File: src/rtl/sat_pkg.sv
package sat_pkg;
  typedef struct packed {
    logic z;
    logic s;
    logic cy;
    logic ov;
  } ccode_t;
endpackage

File: src/rtl/sat_wrap_add.sv
// Shared adder: one carry chain serves both modes by inverting op_a.
module sat_wrap_add #(
  parameter int W = 32
) (
  input  logic         sub,
  input  logic [W-1:0] a,
  input  logic [W-1:0] b,
  output logic [W-1:0] wrapped,
  output logic         carry,
  output logic         ovf
);
  localparam int MSB = W - 1;

  logic [W-1:0] a_eff;
  logic [W:0]   sum;

  always_comb begin
    a_eff   = sub ? ~a : a;
    sum     = {1'b0, b} + {1'b0, a_eff} + {{W{1'b0}}, sub};
    wrapped = sum[W-1:0];
    // subtraction: no carry out of b + ~a + 1 means b < a unsigned
    carry   = sub ? ~sum[W] : sum[W];
    // same sign on adder inputs, different sign on output
    ovf     = (a_eff[MSB] == b[MSB]) && (wrapped[MSB] != b[MSB]);
  end
endmodule

File: src/rtl/sat_clamp.sv
// Clamp to the signed extremes and form Z/S.
module sat_clamp #(
  parameter int W = 32
) (
  input  logic [W-1:0]    wrapped,
  input  logic            carry,
  input  logic            ovf,
  output logic [W-1:0]    result,
  output sat_pkg::ccode_t cc
);
  localparam int MSB = W - 1;
  localparam logic [W-1:0] POS_MAX = {1'b0, {(W-1){1'b1}}};
  localparam logic [W-1:0] NEG_MIN = {1'b1, {(W-1){1'b0}}};

  always_comb begin
    if (ovf) result = wrapped[MSB] ? POS_MAX : NEG_MIN;
    else     result = wrapped;
    cc.z  = (wrapped == '0);
    cc.s  = result[MSB];
    cc.cy = carry;
    cc.ov = ovf;
  end
endmodule

File: src/rtl/sat_out_stage.sv
// One-entry output register plus flag state and the sticky bit.
module sat_out_stage #(
  parameter int W = 32
) (
  input  logic            clk,
  input  logic            rst_n,
  input  logic            take,
  input  logic [W-1:0]    result,
  input  sat_pkg::ccode_t cc,
  input  logic            res_ready,
  input  logic            sat_clr,
  output logic            full,
  output logic [W-1:0]    data_q,
  output sat_pkg::ccode_t cc_q,
  output logic            sat_q
);
  always_ff @(posedge clk or negedge rst_n) begin
    if (!rst_n) begin
      full   <= 1'b0;
      data_q <= '0;
      cc_q   <= '0;
      sat_q  <= 1'b0;
    end else begin
      if (take) begin
        full   <= 1'b1;
        data_q <= result;
        cc_q   <= cc;
      end else if (res_ready) begin
        full   <= 1'b0;
      end
      // a new saturation outranks a clear on the same edge
      sat_q <= (sat_q && !sat_clr) || (take && cc.ov);
    end
  end
endmodule

File: src/rtl/sat_addsub.sv
module sat_addsub #(
  parameter int W = 32
) (
  input  logic         clk,
  input  logic         rst_n,
  input  logic         in_valid,
  output logic         in_ready,
  input  logic         op_sub,
  input  logic [W-1:0] op_a,
  input  logic [W-1:0] op_b,
  output logic         res_valid,
  input  logic         res_ready,
  output logic [W-1:0] res_data,
  output logic         flag_z,
  output logic         flag_s,
  output logic         flag_cy,
  output logic         flag_ov,
  output logic         flag_sat,
  input  logic         sat_clr
);
  logic [W-1:0]    wrapped;
  logic            carry;
  logic            ovf;
  logic [W-1:0]    clamped;
  sat_pkg::ccode_t cc_d;
  sat_pkg::ccode_t cc_q;
  logic            full;
  logic            take;

  assign in_ready = !full || res_ready;
  assign take     = in_valid && in_ready;

  sat_wrap_add #(.W(W)) u_add (
    .sub(op_sub), .a(op_a), .b(op_b),
    .wrapped(wrapped), .carry(carry), .ovf(ovf)
  );

  sat_clamp #(.W(W)) u_clamp (
    .wrapped(wrapped), .carry(carry), .ovf(ovf),
    .result(clamped), .cc(cc_d)
  );

  sat_out_stage #(.W(W)) u_out (
    .clk(clk), .rst_n(rst_n), .take(take), .result(clamped), .cc(cc_d),
    .res_ready(res_ready), .sat_clr(sat_clr),
    .full(full), .data_q(res_data), .cc_q(cc_q), .sat_q(flag_sat)
  );

  assign res_valid = full;
  assign flag_z    = cc_q.z;
  assign flag_s    = cc_q.s;
  assign flag_cy   = cc_q.cy;
  assign flag_ov   = cc_q.ov;
endmodule

File: config.mk
export PLATFORM = sky130hd
export DESIGN_NAME = sat_addsub
export DESIGN_NICKNAME = d
export VERILOG_FILES = /design/src/rtl/sat_pkg.sv /design/src/rtl/sat_wrap_add.sv /design/src/rtl/sat_clamp.sv /design/src/rtl/sat_out_stage.sv /design/src/rtl/sat_addsub.sv
export SDC_FILE = /design/constraint.sdc
export NUM_CORES = 1
export LEC_CHECK = 0
export BUFFER_PORTS_ARGS = -buffer_cell sky130_fd_sc_hd__buf_4
export CAP_MARGIN = 5
export CORE_MARGIN = 2
export CORE_UTILIZATION = 50
export DETAILED_ROUTE_END_ITERATION = 8
export GPL_ROUTABILITY_DRIVEN = 1
export MAX_ROUTING_LAYER = met4
export PLACE_DENSITY = 0.85
export SLEW_MARGIN = 25
export SYNTH_ARGS = -nofsm -noshare
export SYNTH_HDL_FRONTEND = slang
export SYNTH_HIERARCHICAL = 1
export SYNTH_SLANG_ARGS = --single-unit
File: constraint.sdc
create_clock -name clk -period 1.8 [get_ports clk]
set_input_delay 0.09 -clock clk [delete_from_list [all_inputs] [get_ports clk]]
set_output_delay 0.09 -clock clk [all_outputs]
set_load 0.05 [all_outputs]
==> results of run 1 <==
what timing repair did:
action	CTS
cloned	4
resized for setup	64
hold buffers	2
endpoints found under the setup margin	37
buffers inserted	19
pin swaps	27
hold endpoints to repair	39
metal layers:
layer | track usage [%] | GRT overflow
met5 | - | -
met4 | 55.31 | 1
met3 | 43.34 | 0
met2 | 81.01 | 0
met1 | 61.82 | 0
stage by stage:
step / std cells / cell area, sq um
4_1_cts: 840 / 6775
3_5_place_dp: 808 / 6137
3_3_place_gp: 808 / 6137
2_1_floorplan: 480 / 4324
cells by family after synthesis:
kind of cell    after synthesis  share of synthesized area, %
xor+xnor                     61                         13.05
fa+ha+maj                    32                         9.966
buf+inv                      71                         7.826
flops                        38                         23.23
simple gates                107                         13.88
mux                          38                         12.01
compound gates              133                         20.02
==> impl_results.md, run 1 <==
* Pre-CTS setup slack at -1.452 ns
* Synthesized area at between 4000 and 5000 sq um
* Height of the die at ~94 um
* Ys flop type: dfrtp_1
* Post-synth top area share at between 20% and 30%
* Sink Count at 38
* Io pins at roughly 110
* CTS Buffer Depth at 2
* Gate Count Post-Synth at 480
* Placement Rows at 32
* Buffers on Ports at between 100 and 150
* Final RePlAce weighted congestion at approximately 0.9
* Stop stage: 5_1_grt
* FFs w/ async S/R, synth at 100.0%
* HPWL Detailed at ~10000 um
* Count leader, synth: xor2_1
* Register area share after synthesis at around 23%
* Number of synthesized register bits at 38
* Net Count, Synth at roughly 580
* Synth area leader: dfrtp_1
* Status: aborted with a tool error
* Stop Error: [ERROR GRT-0232] Routing congestion too high. Check the congestion heatmap in the GUI.
* Total GRT Usage at between 60% and 70%
* Root Buffer: clkbuf_8
* Top cells by area, synth: dfrtp_1, xor2_1, ha_1
* Initial Util at between 50 and 60%
* Synth cell count leaders: xor2_1, inv_1, o21ai_0, dfrtp_1, a21oi_1
* H-tree depth at 2
* Worst EP Category: register input
* Largest net degree at the start of global routing at 39
* Mapped Avg Cell Area at around 8.5 sq um
* Number of flops mapped to enable cells by yosys at 0
* Distinct cells, synth at 58
* Post-GRT worst EP: u_out/cc_q[3]$_DFFE_PN0P_/D
* Die width at between 90 and 100 um
* Congestion Overflow GR at 1
* Synth warn at 6
* Number of CTS-inserted buffers at 5
==> inputs of run 2 (changes only) <==
--- a/config.mk
+++ b/config.mk
@@ -8,11 +8,10 @@
 export BUFFER_PORTS_ARGS = -buffer_cell sky130_fd_sc_hd__buf_4
 export CAP_MARGIN = 5
 export CORE_MARGIN = 2
-export CORE_UTILIZATION = 50
+export CORE_UTILIZATION = 35
 export DETAILED_ROUTE_END_ITERATION = 8
 export GPL_ROUTABILITY_DRIVEN = 1
-export MAX_ROUTING_LAYER = met4
-export PLACE_DENSITY = 0.85
+export PLACE_DENSITY_LB_ADDON = 0.15
 export SLEW_MARGIN = 25
 export SYNTH_ARGS = -nofsm -noshare
 export SYNTH_HDL_FRONTEND = slang
==> impl_results.md, run 2 <==
* Worst Path Max Fanout at 8
* Mapped Avg Cell Area at 8.526 sq um (unchanged)
* Gate Count Post-Synth at 480 (unchanged)
* Worst path arrival time at a little over 3 ns
* Most frequent cells in the layout: buf_4, inv_1, xor2_1, dfrtp_1, mux2_4
* Buffers on Ports at 108 (unchanged)
* Max-slew violations at 0
* Fin cells at just under 900
* Drc violations at 0
* CP endpoint kind: flop
* Largest register FFs at 32
* Largest net degree at the start of global routing at 39
* Tmin final at 2.829 ns
* Total GRT Usage at 20.61%
* Congestion Overflow GR at 0
* Antenna viol nets, final at 0
* VDD IR max at between 1000 and 1500 uV
* Register area share after synthesis at 23.23% (unchanged)
* HPWL Detailed at 9898 um (+0.31%)
* RSZ-0062 raised after global routing: yes
* Static leakage at about 0.0037 uW
* Worst setup SP type: input port
* Die area at around 13000 sq um
* Sink Count at 38 (unchanged)
* WS Path Type: in2reg
* Most flop-heavy register: u_out/data_q
* Sequential share of power at between 10% and 20%
* Layout cells sized above 1 at between 50% and 60%
* Synth cell count leaders: xor2_1, inv_1, o21ai_0, dfrtp_1, a21oi_1
* Measured slew at the worst slew-check pin at 0.4831 ns
* CORE AREA at roughly 11000 sq um
* Synth warn at 6 (unchanged)
* Setup violations, final at 37
* Net Count, Synth at 582 (unchanged)
* Vias in the first global route at between 4000 and 5000
* Synth-to-layout area growth at 79.09%
* Drt first pass iters at 4
* Final WS setup at -1.029 ns
* First-pass GRT wire length at 21600 um
* Status: finished, violations left
* Drt via density at 4.953
* Final RePlAce weighted congestion at 0.8987 (-0.43%)
* Number of synthesized register bits at 38 (unchanged)
* Height of the die at 112.1 um (+19%)
* Failing checks: negative setup slack
* Root Buffer: clkbuf_16
* Per-cell routed wire length at between 10 and 15 um
* Internal power at 4941 uW
* Setup TNS at -35.76 ns
* Initial Util at 35.84% (-16 points)
* Most Crowded Layer GR: met2
* Post-synth top area share at 23.23% (unchanged)
* Placement Rows at 39 (+22%)
* Part of the power in combinational logic at a little over two thirds
* Die width at 112.1 um (+19%)
* Antenna diodes at 0
* Number of CTS-inserted buffers at 5 (unchanged)
* Placed insts at 848 (+5.0%)
* Total wire length at about 13000 um
* Pwr dens at around 1200 nW/um^2
* CTS tree: built
* Ys flop type: dfrtp_1
* Distinct cells, synth at 58 (unchanged)
* GR Util met1 at between 20% and 30%
* MaxCap Viol Count at 0
* Fmax at 0.3535 GHz
* DR vias at approximately 4400
* Worst slew margin at between 60% and 70%
* Setup Skew at about 0.0041 ns
* Clk pin slew, worst setup/hold paths at about 0.060 ns
* Met3 Resource Use GR at ~2.1%
* FFs w/ async S/R, synth at 100.0% (unchanged)
* Top cells by area, synth: dfrtp_1, xor2_1, ha_1
* Met2 GRT Util at a little under two fifths
* H-tree depth at 2 (unchanged)
* CTS Buffer Depth at 2 (unchanged)
* NetSw at between 4000 and 5000 uW
* Clk network pwr share at 13.0%
* Drt initial violations at about 110
* Final hold vios at 0
* Req. time, crit path at about 2 ns
* Synthesized area at 4093 sq um (unchanged)
* Post-layout util at ~64%
* Synth area leader: dfrtp_1
* Io pins at 109 (unchanged)
* Number of flops mapped to enable cells by yosys at 0 (unchanged)
* Initial antenna violation count at 0
* Count leader, synth: xor2_1
* Fin crit share at 157.2%
* Layout Nets at 850
* Clk_lat worst skew at 0.27 ns
* Most common cell after layout, fill and taps aside: buf_4
* Top Registers: u_out/data_q x32, u_out/cc_q x4
* Worst Hold Class: in2reg
* Sw frac at approximately 45%
-- run 2: final cells by class --
class / instances / area [sq um]
sequential: 38 / 950.9
timing repair buffer: 285 / 2397
multi-input combinational: 371 / 3427
fill: 968 / 4089
clock buffer: 6 / 138.9
tap: 143 / 178.9
clock inverter: 2 / 60.06
inverter: 47 / 176.4
-- run 2: power by group through the flow --
stage          clock [uW]  sequential, uW  combinational, uW
6_report             1160            1540               6260
5_1_grt              1210            1590               6630
4_1_cts              1180            1540               5910
3_5_place_dp            0            1540               5290
3_3_place_gp            0            1540               5240
2_1_floorplan           0            2840               2050
-- run 2: final timing paths --
path / from / end / slack (ns) / cells after the start
worst max-delay path: op_sub / u_out/data_q[0] / -1.03 / 17
worst min-delay path: res_ready / u_out/full / 0.09 / 3
worst max register to register: u_out/full / u_out/data_q[26] / 0.29 / 4
worst min register to register: u_out/cc_q[0] / u_out/cc_q[0] / 0.51 / 2
max in group asynchronous: rst_n / u_out/cc_q[1] / 1.15 / 2
min in group asynchronous: rst_n / u_out/data_q[10] / 0.32 / 2
-- run 2: worst max-delay path, cell delays in order --
cell	delay, ns
buf_12	0.12
buf_12	0.14
buf_12	0.13
buf_8	0.12
xor2_1	0.15
ha_1	0.33
and3_4	0.23
nand2_4	0.06
o21ai_4	0.34
mux2i_2	0.31
o31ai_4	0.12
nor3_4	0.24
buf_6	0.15
nand2_8	0.08
buf_8	0.16
o21ai_1	0.09
mux2_4	0.16
-- run 2: layer usage --
| layer | vias to the layer above | part of all wire [%] |
|---|---|---|
| met5 | - | 0 |
| met4 | 0 | 1.1 |
| met2 | 86 | 51 |
| met1 | 2097 | 45 |
| li1 | 2219 | - |
| met3 | 16 | 3.1 |
-- run 2: kinds of logic after synthesis --
logic type	share of synthesized area, %
buffers and inverters	7.826
XOR/XNOR	13.05
AND/OR/NAND/NOR	13.88
adder cells (fa/ha/maj)	9.966
AO/OA/AOI/OAI	20.02
multiplexers	12.01
flip-flops	23.23
-- run 2: timing repair --
item	CTS	global route
gates resized for setup	86	47
endpoints found under the setup margin	37	37
pin swaps	27	25
hold buffers	2	0
hold endpoints to repair	39	0
setup buffers	25	5
gates cloned	5	1
-- run 2: through the flow --
stage / hold WS, ns / worst slack (ns) / power [uW] / area [sq um]
after global placement: 0.08017 / -1.360 / 6780 / 6168
final: 0.09468 / -1.029 / 8962 / 7330
after detailed placement: 0.09223 / -1.411 / 6823 / 6168
after global routing: 0.1250 / -1.128 / 9429 / 7330
after CTS: 0.09193 / -0.9020 / 8631 / 7073
after floorplan: -0.2056 / -0.9234 / 4892 / 4324
No activity file was read; power rests on OpenSTA's default activity.
